--- src/rtl/csk_pkg.sv ---
package csk_pkg;
  localparam int DATA_W  = 16;
  localparam int GRP_W   = 4;
  localparam int NUM_GRP = DATA_W / GRP_W;

  // strobes from the skip control to the datapath
  typedef struct packed {
    logic [NUM_GRP-1:0] skip;
  } skipCtl_t;
endpackage

--- src/rtl/csk_skip_ctl.sv ---
module csk_skip_ctl
  import csk_pkg::*;
#(
  parameter int DW = DATA_W,
  parameter int GW = GRP_W,
  localparam int NG = DW / GW
) (
  input  logic [DW-1:0] propBits,
  input  logic [DW-1:0] genBits,
  output skipCtl_t      ctl
);
  for (genvar k = 0; k < NG; k++) begin : gSkip
    assign ctl.skip[k] = &propBits[k*GW +: GW];

    // a skipping group cannot also contain a generating bit
    always_comb begin
      if (ctl.skip[k])
        a_r3_skip_no_gen: assert (genBits[k*GW +: GW] == '0)
          else $error("skip asserted in group with a generate");
    end
  end
endmodule

--- src/rtl/csk_group.sv ---
module csk_group #(
  parameter int GW = csk_pkg::GRP_W
) (
  input  logic [GW-1:0] propBits,
  input  logic [GW-1:0] genBits,
  input  logic          carryIn,
  output logic [GW-1:0] sumBits,
  output logic          rippleOut
);
  logic [GW:0] chain;

  assign chain[0] = carryIn;
  for (genvar i = 0; i < GW; i++) begin : gCell
    assign chain[i+1]  = genBits[i] | (propBits[i] & chain[i]);
    assign sumBits[i]  = propBits[i] ^ chain[i];
  end
  assign rippleOut = chain[GW];

  always_comb begin
    // a fully propagating group ripples its own carry-in through
    if (&propBits)
      a_r3_ripple_equals_in: assert (rippleOut == carryIn)
        else $error("ripple differs from carry-in in propagating group");
    // with no propagating bit, the top cell alone decides the carry
    if (propBits == '0)
      a_r4_top_cell_decides: assert (rippleOut == genBits[GW-1])
        else $error("ripple not set by top generate/kill");
  end
endmodule

--- src/rtl/carry_skip_adder.sv ---
module carry_skip_adder
  import csk_pkg::*;
#(
  parameter int DW = DATA_W,
  parameter int GW = GRP_W,
  localparam int NG = DW / GW
) (
  input  logic [DW-1:0] a,
  input  logic [DW-1:0] b,
  input  logic          cin,
  output logic [DW-1:0] sum,
  output logic          cout,
  output logic [NG-1:0] group_cout
);
  logic [DW-1:0] propBits;
  logic [DW-1:0] genBits;
  logic [NG-1:0] grpIn;
  logic [NG-1:0] rippleOut;
  skipCtl_t      ctl;

  // setup stage
  assign propBits = a ^ b;
  assign genBits  = a & b;

  csk_skip_ctl #(.DW(DW), .GW(GW)) uCtl (
    .propBits (propBits),
    .genBits  (genBits),
    .ctl      (ctl)
  );

  for (genvar k = 0; k < NG; k++) begin : gGrp
    if (k == 0) begin : gFirst
      assign grpIn[k] = cin;
    end else begin : gNext
      assign grpIn[k] = group_cout[k-1];
    end

    csk_group #(.GW(GW)) uGrp (
      .propBits  (propBits[k*GW +: GW]),
      .genBits   (genBits[k*GW +: GW]),
      .carryIn   (grpIn[k]),
      .sumBits   (sum[k*GW +: GW]),
      .rippleOut (rippleOut[k])
    );

    // skip mux
    assign group_cout[k] = ctl.skip[k] ? grpIn[k] : rippleOut[k];

    // both mux inputs agree, so the skip never changes the value
    always_comb begin
      a_r2_mux_inputs_agree: assert (rippleOut[k] == group_cout[k])
        else $error("skip path and ripple path disagree");
    end
  end

  assign cout = group_cout[NG-1];

  // full result matches a behavioural sum
  always_comb begin
    a_r1_sum_matches: assert ({cout, sum} == ({1'b0, a} + {1'b0, b} + {{DW{1'b0}}, cin}))
      else $error("sum mismatch");
  end
endmodule

--- config.mk ---
export PLATFORM = sky130hd
export DESIGN_NAME = carry_skip_adder
export DESIGN_NICKNAME = d
export VERILOG_FILES = /design/src/rtl/csk_pkg.sv /design/src/rtl/csk_skip_ctl.sv /design/src/rtl/csk_group.sv /design/src/rtl/carry_skip_adder.sv
export SDC_FILE = /design/constraint.sdc
export NUM_CORES = 1
export LEC_CHECK = 0
export ABC_AREA = 1
export BUFFER_PORTS_ARGS = -buffer_cell sky130_fd_sc_hd__buf_2
export CORE_ASPECT_RATIO = 0.9
export CORE_MARGIN = 8
export CORE_UTILIZATION = 44
export DETAILED_ROUTE_END_ITERATION = 7
export PLACE_DENSITY = 0.84
export SLEW_MARGIN = 20
export SYNTH_ARGS = -nofsm -noshare
export SYNTH_HDL_FRONTEND = slang
export SYNTH_SLANG_ARGS = --single-unit
--- constraint.sdc ---
create_clock -name vclk -period 9.2
set_input_delay 0.46 -clock vclk [all_inputs]
set_output_delay 0.46 -clock vclk [all_outputs]
set_load 0.005 [all_outputs]
==> flow_summary.ini <==
[floorplanning]
io_pins = 54
die_height_um = 56.3
num_rows = 14
core_um2 = 1680
initial_utilization_pct = 47.2
dieWidth_um = 60.8
die_area_um2 = 3420

[setup_path]
crit_top_cell = fa_1
cp.required_ns = 8.74
crit_type = in -> out
path_max_fanout = 2
cp.arrival_ns = 6.82
cpLargestDelayFamily = adder cells
cpPeakStageDelay_ns = 0.40
startpoint_type = input pin
crit_cells = 37
cp_num_buf_inv = 13
cp_slowest_cell = fa_1
end_kind = output pin

[finish]
multi_input_area_um2 = 624
final_cell_mix = 54 x buf_2, 37 x inv_1, 16 x fa_1, 16 x ha_1, 10 x nand2_1
num-clock-buffers = 0
area_growth_pct = 34.1
fillCellCount = 160
drive_gt1_share_pct = 38.6
seq_cells = 0
final_common_cell = buf_2
n_antenna_cell = 0
layoutNonFillerInstCount = 169
num-nets-final = 212
regArea_um2 = 0
fin_area_um2 = 1060

[cts]
cts_setup_buffers = 0
hold_buffers = 0
post_cts_resized = 0

[global_route]
grt_pass1_vias = 802
grt_start_max_net_pins = 3
antenna_found_initial = 0
grt_use_total_pct = 10.6
grt_first_pass_wirelength_mm = 3.03
grt_overflow = 0

[placed_design]
dp.cells = 169
gp_congestion = 0.715
post-dp-hpwl_mm = 1.80
dpl-instance-area_um2 = 1060
io_buffers = 54

[timing]
holdWs_ns = 1.27
min_period_ns = 7.28
max_slew_margin_pct = 84.7
fmax_ghz = 0.137
grt_setup_unrepaired = no
finalHoldViolCount = 0
min_period_over_period_pct = 79.1
fin_tns_setup_ns = 0
worstMarginPinSlew_ns = 0.227
slew_violations = 0
finalSetupViolations = 0

[power]
pwr-share-clk_pct = 0
p_total_w = 0.0000620
power.leakage_nw = 0.699
comb_power_share_pct = 100.0
switching_share_pct = 51.4
powerDensity_nw_per_um2 = 58.3
seqPwrFrac_pct = 0
power.net_switching_w = 0.0000319
vdd.ir_drop.worst_uv = 27.3
p_int_w = 0.0000302

[route]
routed_wl_mm = 1.79
antenna_left = 0
drc_errors = 0
routed-via-count = 705
drt-initial-drc-count = 13
drt-vias-per-instance = 4.17
firstDrtPassIters = 2
avgRoutedWirePerCell_um = 10.6

[hold_path]
worstHoldPathType = in -> out
hold_depth = 3

[yosys]
avgSynthCellArea_um2 = 8.35
syn_inst = 95
yosysSeqAreaShare_pct = 0
syn_area_um2 = 793
synth_nets = 160
yosysWarnings = 0
ys_types = 14

[status]
outcome = complete, no violations

[job]
drv_cap = 0
==> kinds of logic after synthesis <==
logic type,synth area share (%)
buffers and inverters,21.3
adder cells (fa/ha/maj),65.6
AND/OR/NAND/NOR,11.8
AO/OA/AOI/OAI,1.26
==> worst paths after layout <==
path / to / start / slack, ns
worst max-delay path: cout / a[0] / 1.92
worst min-delay path: sum[2] / b[2] / 1.27
==> metrics by stage <==
stage / setup slack, ns / utilization (%)
after detailed placement: 1.84 / 63.2
final: 1.92 / 63.2
after global routing: 1.37 / 63.2
after floorplan: 2.40 / -
after CTS: 1.83 / 63.2
after global placement: 2.06 / 63.2
==> final cells by class <==
type                       instances  area share [%]
tap                               24            2.82
timing repair buffer              54            25.4
multi-input combinational         54            58.7
inverter                          37            13.1
==> metal layers <==
layer | track usage (%) | wire (um) | up-vias
met2 | 23.7 | 1080 | 22
met3 | 1.82 | 166 | 0
met5 | 0 | 0 | -
li1 | - | - | 352
met4 | 0 | 0 | 0
met1 | 9.11 | 546 | 331
==> Yosys cell counts, drive strengths merged <==
cell	number	area, um2
nand2	10	37.5
ha	16	200
buf	4	30.0
inv	37	139
nand3	3	20.0
o21ai	2	10.0
nand4	1	6.26
nor2	3	11.3
fa	16	320
or2	2	12.5
and2	1	6.26
==> power by group through the flow <==
stage	sequential [W]	combinational (W)	clock, W
4_1_cts	0	0.0000644	0
3_5_place_dp	0	0.0000641	0
5_1_grt	0	0.0000738	0
3_3_place_gp	0	0.0000603	0
2_1_floorplan	0	0.0000343	0
6_report	0	0.0000620	0
Power figures use the tool's default switching activity.
